**config.mk**
```make
export PLATFORM = sky130hd
export DESIGN_NAME = bitonic_mem_sorter
export DESIGN_NICKNAME = d
export VERILOG_FILES = /design/src/rtl/bsort_pkg.sv /design/src/rtl/bsort_ram.sv /design/src/rtl/bsort_steps.sv /design/src/rtl/bsort_addr.sv /design/src/rtl/bitonic_mem_sorter.sv
export SDC_FILE = /design/constraint.sdc
export NUM_CORES = 1
export LEC_CHECK = 0
export BUFFER_PORTS_ARGS = -buffer_cell sky130_fd_sc_hd__buf_4
export CORE_MARGIN = 5
export CORE_UTILIZATION = 38
export CTS_CLUSTER_SIZE = 14
export DETAILED_ROUTE_END_ITERATION = 16
export GPL_ROUTABILITY_DRIVEN = 0
export PLACE_DENSITY = 0.56
export SYNTH_ARGS = -nofsm -noshare
export SYNTH_HDL_FRONTEND = slang
export SYNTH_SLANG_ARGS = --single-unit
```
**constraint.sdc**
```tcl
create_clock -name clk -period 6.3 [get_ports clk]
set_input_delay 0.63 -clock clk [delete_from_list [all_inputs] [get_ports clk]]
set_output_delay 0.63 -clock clk [all_outputs]
set_load 0.005 [all_outputs]
```
**src/rtl/bsort_pkg.sv**
```systemverilog
package bsort_pkg;
  typedef enum logic [2:0] {
    ST_IDLE,
    ST_READ,
    ST_COMP,
    ST_WRITE,
    ST_NEXT,
    ST_DONE
  } sort_state_e;
endpackage

```
**src/rtl/bsort_ram.sv**
```systemverilog
// Simple true dual-port RAM, registered reads, block-RAM friendly.
module bsort_ram #(
  parameter int AW = 4,
  parameter int DW = 8
) (
  input  logic          clk,
  input  logic [AW-1:0] a_addr,
  input  logic          a_we,
  input  logic [DW-1:0] a_wd,
  output logic [DW-1:0] a_rd,
  input  logic [AW-1:0] b_addr,
  input  logic          b_we,
  input  logic [DW-1:0] b_wd,
  output logic [DW-1:0] b_rd
);
  localparam int DEPTH = 1 << AW;
  logic [DW-1:0] mem [DEPTH];

  always_ff @(posedge clk) begin
    if (a_we) mem[a_addr] <= a_wd;
    if (b_we) mem[b_addr] <= b_wd;
    a_rd <= mem[a_addr];
    b_rd <= mem[b_addr];
  end
endmodule

```
**src/rtl/bsort_steps.sv**
```systemverilog
// Step schedule: mirrored step at each height, then spread steps halving to 2.
module bsort_steps #(
  parameter int LOG_N = 4,
  localparam int LW = $clog2(LOG_N + 1)
) (
  input  logic          clk,
  input  logic          rst,
  input  logic          init,
  input  logic          adv,
  output logic [LW-1:0] lh,
  output logic          flip,
  output logic          last
);
  logic [LW-1:0] stage_q;

  assign last = (lh == LW'(1)) && (stage_q == LW'(LOG_N));

  always_ff @(posedge clk) begin
    if (rst || init) begin
      stage_q <= LW'(1);
      lh      <= LW'(1);
      flip    <= 1'b1;
    end else if (adv && !last) begin
      if (lh == LW'(1)) begin
        stage_q <= stage_q + LW'(1);
        lh      <= stage_q + LW'(1);
        flip    <= 1'b1;
      end else begin
        lh   <= lh - LW'(1);
        flip <= 1'b0;
      end
    end
  end
endmodule

```
**src/rtl/bsort_addr.sv**
```systemverilog
// Closed-form pair address generator (shifts and masks only).
module bsort_addr #(
  parameter int AW = 4,
  localparam int TW = AW - 1,
  localparam int LW = $clog2(AW + 1)
) (
  input  logic [TW-1:0] t,
  input  logic [LW-1:0] lh,
  input  logic          flip,
  output logic [AW-1:0] lo,
  output logic [AW-1:0] hi
);
  logic [AW-1:0] tw, half, m, q;

  always_comb begin
    tw   = AW'(t);
    half = AW'(1) << (lh - LW'(1));
    m    = tw & (half - AW'(1));
    q    = (tw >> (lh - LW'(1))) << lh;
    lo   = q + m;
    hi   = flip ? (q + (half << 1) - AW'(1) - m) : (q + m + half);
  end
endmodule

```
**src/rtl/bitonic_mem_sorter.sv**
```systemverilog
module bitonic_mem_sorter #(
  parameter int N     = 16,
  parameter int KEY_W = 8,
  localparam int AW   = $clog2(N)
) (
  input  logic             clk,
  input  logic             rst,
  input  logic             ld_we,
  input  logic [AW-1:0]    ld_addr,
  input  logic [KEY_W-1:0] ld_data,
  input  logic             start,
  input  logic [AW-1:0]    rd_addr,
  output logic [KEY_W-1:0] rd_data,
  output logic             done
);
  import bsort_pkg::*;

  localparam int TW    = AW - 1;
  localparam int LW    = $clog2(AW + 1);
  localparam int PAIRS = N / 2;

  sort_state_e      state_q;
  logic [TW-1:0]    t_q;
  logic [KEY_W-1:0] lo_key_q, hi_key_q;
  logic             done_q;
  logic [LW-1:0]    lh;
  logic             flip, last_step;
  logic [AW-1:0]    lo_addr, hi_addr;
  logic             idle, t_last;
  logic [AW-1:0]    a_addr, b_addr;
  logic             a_we, b_we;
  logic [KEY_W-1:0] a_wd, a_rd, b_rd;

  assign idle   = (state_q == ST_IDLE);
  assign t_last = (t_q == TW'(PAIRS - 1));

  bsort_steps #(.LOG_N(AW)) steps_i (
    .clk  (clk),
    .rst  (rst),
    .init (idle && start),
    .adv  ((state_q == ST_NEXT) && t_last),
    .lh   (lh),
    .flip (flip),
    .last (last_step)
  );

  bsort_addr #(.AW(AW)) addr_i (
    .t    (t_q),
    .lh   (lh),
    .flip (flip),
    .lo   (lo_addr),
    .hi   (hi_addr)
  );

  // Port A: load / lower key. Port B: read-back / upper key.
  assign a_addr = idle ? ld_addr : lo_addr;
  assign a_we   = idle ? ld_we : (state_q == ST_WRITE);
  assign a_wd   = idle ? ld_data : lo_key_q;
  assign b_addr = idle ? rd_addr : hi_addr;
  assign b_we   = (state_q == ST_WRITE);

  bsort_ram #(.AW(AW), .DW(KEY_W)) ram_i (
    .clk    (clk),
    .a_addr (a_addr),
    .a_we   (a_we),
    .a_wd   (a_wd),
    .a_rd   (a_rd),
    .b_addr (b_addr),
    .b_we   (b_we),
    .b_wd   (hi_key_q),
    .b_rd   (b_rd)
  );

  assign rd_data = b_rd;
  assign done    = done_q;

  always_ff @(posedge clk) begin
    if (rst) begin
      state_q  <= ST_IDLE;
      t_q      <= '0;
      lo_key_q <= '0;
      hi_key_q <= '0;
      done_q   <= 1'b0;
    end else begin
      done_q <= 1'b0;
      case (state_q)
        ST_IDLE: if (start) begin
          state_q <= ST_READ;
          t_q     <= '0;
        end
        ST_READ:  state_q <= ST_COMP;
        ST_COMP: begin
          lo_key_q <= (a_rd <= b_rd) ? a_rd : b_rd;
          hi_key_q <= (a_rd <= b_rd) ? b_rd : a_rd;
          state_q  <= ST_WRITE;
        end
        ST_WRITE: state_q <= ST_NEXT;
        ST_NEXT: begin
          t_q <= t_q + TW'(1);
          if (t_last && last_step) begin
            state_q <= ST_DONE;
            done_q  <= 1'b1;
          end else begin
            state_q <= ST_READ;
          end
        end
        ST_DONE:  state_q <= ST_IDLE;
        default:  state_q <= ST_IDLE;
      endcase
    end
  end
endmodule

```
## Word level (Yosys, flattened, before mapping)

Memory sizes are Yosys's and may differ from the RTL's. A register that Yosys moved wholly into a read port is not among the register bits.
Index checks and enable logic that the tools add are counted.

- Reductions and logical operators: 12
- Order comparisons: 1
- $add $sub $neg: 9
- Equal/unequal tests: 8
- Divide/modulo/power cells: 0
- Shift-type cells: 3
- Multiply operators: 0
- Bitwise logic cells: 2
- Muxes and demuxes: 19

Operators by type and width:

| operator | count |
|---|---|
| $mux W8 | 3 |
| $pmux W3 S5 | 1 |
| $add A4 B4 Y4 | 3 |
| $mux W3 | 4 |
| $mux W4 | 3 |
| $eq A3 B3 Y1 const B | 3 |
| $le A8 B8 Y1 | 1 |
| $sub A4 B1 Y4 const B | 2 |
| $mux W1 | 7 |
| $add A3 B1 Y3 const B | 2 |
| $eq A3 B1 Y1 const B | 2 |
| $eq A3 B2 Y1 const B | 2 |
| $pmux W3 S2 | 1 |
| $logic_and A1 B1 Y1 | 5 |
| $and A3 B4 Y4 | 1 |
| $reduce_and A2 Y1 | 2 |
| $shl A1 B3 Y4 const A | 1 |
| $shl A4 B3 Y4 | 1 |
| $shr A3 B3 Y4 | 1 |
| $sub A4 B4 Y4 | 1 |
| $logic_not A3 Y1 | 1 |
| $sub A3 B1 Y3 const B | 1 |
| $ne A2 B2 Y1 const B | 1 |
| $reduce_bool A2 Y1 | 1 |
| 4 further kinds | 4 |

- Memory bits (read-only): 0
- Memories: 1
- Input bits: 20
- Word-level logic and storage cells: 63
- Latch bits: 0
- Flip-flop bits (word level): 30
- Memory bits (writable): 128
- Output and inout port bits: 9

Memories:

| memory | words | width | read ports | clocked after Yosys merged registers in | write ports | line | text |
|---|---|---|---|---|---|---|---|
| ram_i.mem | 16 | 8 | 2 | 2 | 2 | bsort_ram.sv:17 | `logic [DW-1:0] mem [DEPTH];` |

## Logic depth before layout (Yosys ltp)

- Word-level depth: 8
- Depth in mapped cells: 20
- Gate-level depth less buffers: 17

## Modules after synthesis

Synthesis repeated with hierarchy kept, for this count alone.

- Cells, all modules: 787
- Area, all modules: 10,650.2 um2

By module, submodules not included:

| module | area an instance (um2) | cells each | times used | sequential area each (um2) |
|---|---|---|---|---|
| bsort_ram | 7,946.4 | 488 | 1 | 4,164.0 |
| bitonic_mem_sorter | 1,669.1 | 176 | 1 | 460.4 |
| bsort_addr | 621.8 | 76 | 1 | 0.0 |
| bsort_steps | 412.9 | 47 | 1 | 140.1 |

## Worst setup path before layout

No wires, ideal clock.

- Kind: register to register
- From: register steps_i.lh[0]
- To: memory ram_i.mem[14][0] (enable)
- Required time: 5,943 ps
- Clock period less this slack: 5,105 ps
- Arrival: 4,748 ps
- Setup time: 357 ps
- Path slack: 1,195 ps
- Stages on the path, launching flop included: 19
- Buffers on the path: 3
- Path through: dfxtp_1 clkbuf_1 inv_1 ha_1 or2_2 clkbuf_1 nor4_1 ha_1 inv_1 fa_1 inv_1 ha_1 a21o_1 a21oi_1 xor3_1 o2111ai_1 a21o_1 clkbuf_1 o21ai_0

RTL lines:

| element | line | text |
|---|---|---|
| start, declared | bsort_steps.sv:10 | `output logic [LW-1:0] lh,` |
| start signal, assigned | bsort_steps.sv:26 | `lh <= stage_q + LW'(1);` |
| start signal, assigned | bsort_steps.sv:29 | `lh <= lh - LW'(1);` |
| end, declared | bsort_ram.sv:17 |  |

==> results.json <==
{
  "hold_buffers": 0,
  "crit_arrival_ns": 5.97,
  "clock_path_buffers": 2,
  "power_frac_seq": 0.391,
  "yosys.cell_types.count": 62,
  "clkPwrFrac": 0.295,
  "syn2layout_area_growth_pct": 12.1,
  "ant_nets": 0,
  "numCtsBuffers": 17,
  "path_class": "reg2reg",
  "maxCapViolations": 0,
  "antenna_cells": 0,
  "post-cts-setup-buffers": 0,
  "gr-total-overflow": 0,
  "synthCells": 976,
  "hold_path.class": "in2reg",
  "yosys_warnings": 0,
  "clkTransAtPathRegs_ns": 0.08,
  "end_kind": "flip-flop",
  "ys_seq_elements": 174,
  "dieArea_um2": 32900,
  "ys_seq_area_frac": 0.426,
  "pwr-share-comb": 0.314,
  "syn_area_per_cell_um2": 11.4,
  "grt_max_degree": 43,
  "p_leak_nw": 4.90,
  "slew_violations": 0,
  "drtPass1Iterations": 5,
  "syn_nets": 1030,
  "synth_edf_count": 128,
  "switching_share": 0.355,
  "drc": 0,
  "tns_ns": 0,
  "p_int_mw": 2.39,
  "fmax_mhz": 173,
  "root_buffer": "clkbuf_16",
  "post-route-period-util": 0.917,
  "synthArstFlopShare": 0,
  "finClkSkew_ns": 0.0115,
  "fp.dieW_um": 181,
  "routed-via-count": 8479,
  "wl_um": 33800,
  "cts.repair.resized": 0,
  "grt_pass1_wl_um": 51800,
  "synthFlopType": "edfxtp_1",
  "crit_required_ns": 6.49,
  "track_usage": 0.204,
  "worstPathMaxFanout": 11,
  "power.density_nw_per_um2": 296,
  "grt_pass1_vias": 8449,
  "rsz0062_at_grt": "no",
  "drive_gt1_frac": 0.182,
  "dieHeight_um": 181,
  "antenna_found_initial": 0,
  "mostFrequentLayoutCells": "154 x mux2i_1, 128 x edfxtp_1, 64 x buf_4",
  "fin_crit_ns": 5.78,
  "start_kind": "flip-flop",
  "cts_tree": "built",
  "dp_hpwl_um": 24500,
  "hold_violations": 0,
  "core_area_um2": 28900,
  "status": "completed",
  "relSlewSlack": 0.178,
  "vdd_drop_max_v": 0.000125,
  "worstSkewPairLatency_ns": 0.44,
  "drt-initial-drc-count": 848,
  "fin_util": 0.434,
  "start_util": 0.387,
  "tightestPinTransition_ns": 1.23,
  "cts_sinks": 174,
  "synthesis.area_um2": 11200,
  "finalWorstSetupSlack_ns": 0.524,
  "netSwitchingPower_mw": 1.31,
  "rows": 62,
  "port_buffers": 28,
  "setup_viol": 0,
  "wl_per_cell_um": 24.5,
  "mostFrequentLayoutCell": "mux2i_1",
  "io_pins": 29,
  "viasPerCell": 6.16,
  "cts_max_level": 4,
  "fillers": 2780,
  "fin_nets": 1034,
  "place_ws_ns": 0.598
}
==> per-stage QoR <==
step                      cells  hold slack [ns]  area (um^2)  total power, mW
after global routing       1377            0.541        12500             3.87
after CTS                  1377            0.492        12500             3.71
after global placement     1345            0.507        11900             2.62
final                      1377            0.507        12500             3.70
after detailed placement   1345            0.514        11900             2.63
after floorplan             976            0.478        11200             2.25
==> routing by layer <==
layer / wire length [um] / global-route usage
met5: 0 / 0
met4: 1080 / 0.0705
met1: 14500 / 0.270
met3: 1720 / 0.0294
met2: 16500 / 0.343
==> worst max-delay path, stage by stage (launching register included) <==
cell	delay [ns]
dfxtp_1	0.54
inv_1	0.17
ha_1	0.27
xnor2_1	0.36
nand2_1	0.20
ha_1	0.33
nand2b_1	0.24
fa_1	0.55
ha_1	0.14
inv_1	0.05
fa_1	0.37
xor2_1	0.16
and3_1	0.18
o21ai_0	0.34
o2111ai_1	0.48
a21oi_2	0.75
mux2_2	0.41
==> kinds of logic (layout without fill, tap and decap cells) <==
kind of cell / count (synthesis) / after routing / synth area share
compound gates: 235 / 235 / 0.160
fa+ha+maj: 34 / 34 / 0.0414
buf+inv: 110 / 127 / 0.0409
simple gates: 188 / 188 / 0.0795
flops: 174 / 174 / 0.426
mux: 221 / 221 / 0.238
xor+xnor: 14 / 14 / 0.0136
==> synthesized netlist by cell type, types with 4 or more instances <==
cell	instances	area share
a21o_1	15	0.010
nand3_1	10	0.0045
fa_1	5	0.0090
ha_1	29	0.032
o32a_1	32	0.029
mux2_2	33	0.033
edfxtp_1	128	0.34
nand2_1	56	0.019
a311oi_1	16	0.013
xnor2_1	8	0.0063
clkbuf_1	57	0.019
o21ai_0	18	0.0081
o21ai_1	4	0.0018
and2_1	6	0.0034
mux4_2	32	0.065
nand2b_1	11	0.0062
nand4_1	5	0.0028
nor3_1	9	0.0040
o211ai_1	38	0.026
mux2i_1	155	0.14
xor2_1	4	0.0031
a2bb2oi_1	8	0.0063
o22ai_1	10	0.0056
a21oi_1	14	0.0063
inv_1	27	0.0091
buf_1	6	0.0020
dfxtp_1	46	0.082
and3_1	5	0.0028
nor2_1	62	0.021
buf_2	17	0.0076
a22oi_1	57	0.038
==> state kept, by name, summed over array words and instances, names as in the netlist <==
signal / cells
steps_i.lh: 3
ram_i.b_rd: 8
hi_key_q: 8
lo_key_q: 8
steps_i.stage_q: 3
steps_i.flip: 1
t_q: 3
ram_i.mem: 128
state_q: 3
done: 1
ram_i.a_rd: 8
==> path summary, 6_finish.rpt <==
check,endpoint,from,cells after the start,slack (ns)
setup / recovery,ram_i.mem[8][7],steps_i.lh[0],16,0.52
hold / removal,state_q[2],start,3,0.51
setup reg to reg,ram_i.mem[8][7],steps_i.lh[0],16,0.52
hold reg to reg,lo_key_q[1],lo_key_q[1],2,0.52
==> final cells by class <==
type                       count  area [um^2]  share of cell area
inverter                      27          101             0.00809
multi-input combinational    692         6020               0.480
timing repair buffer          68          561              0.0447
clock buffer                  17          425              0.0340
clock inverter                15          176              0.0141
tap                          384          480              0.0384
sequential                   174         4760               0.380
==> power by group through the flow <==
| stage | clock network, mW | registers [mW] | logic (mW) |
|---|---|---|---|
| 2_1_floorplan | 0 | 1.42 | 0.831 |
| 3_3_place_gp | 0 | 1.47 | 1.15 |
| 3_5_place_dp | 0 | 1.47 | 1.16 |
| 4_1_cts | 1.10 | 1.45 | 1.16 |
| 5_1_grt | 1.16 | 1.46 | 1.25 |
| 6_report | 1.09 | 1.45 | 1.16 |
(Power assumes the default switching activity.)
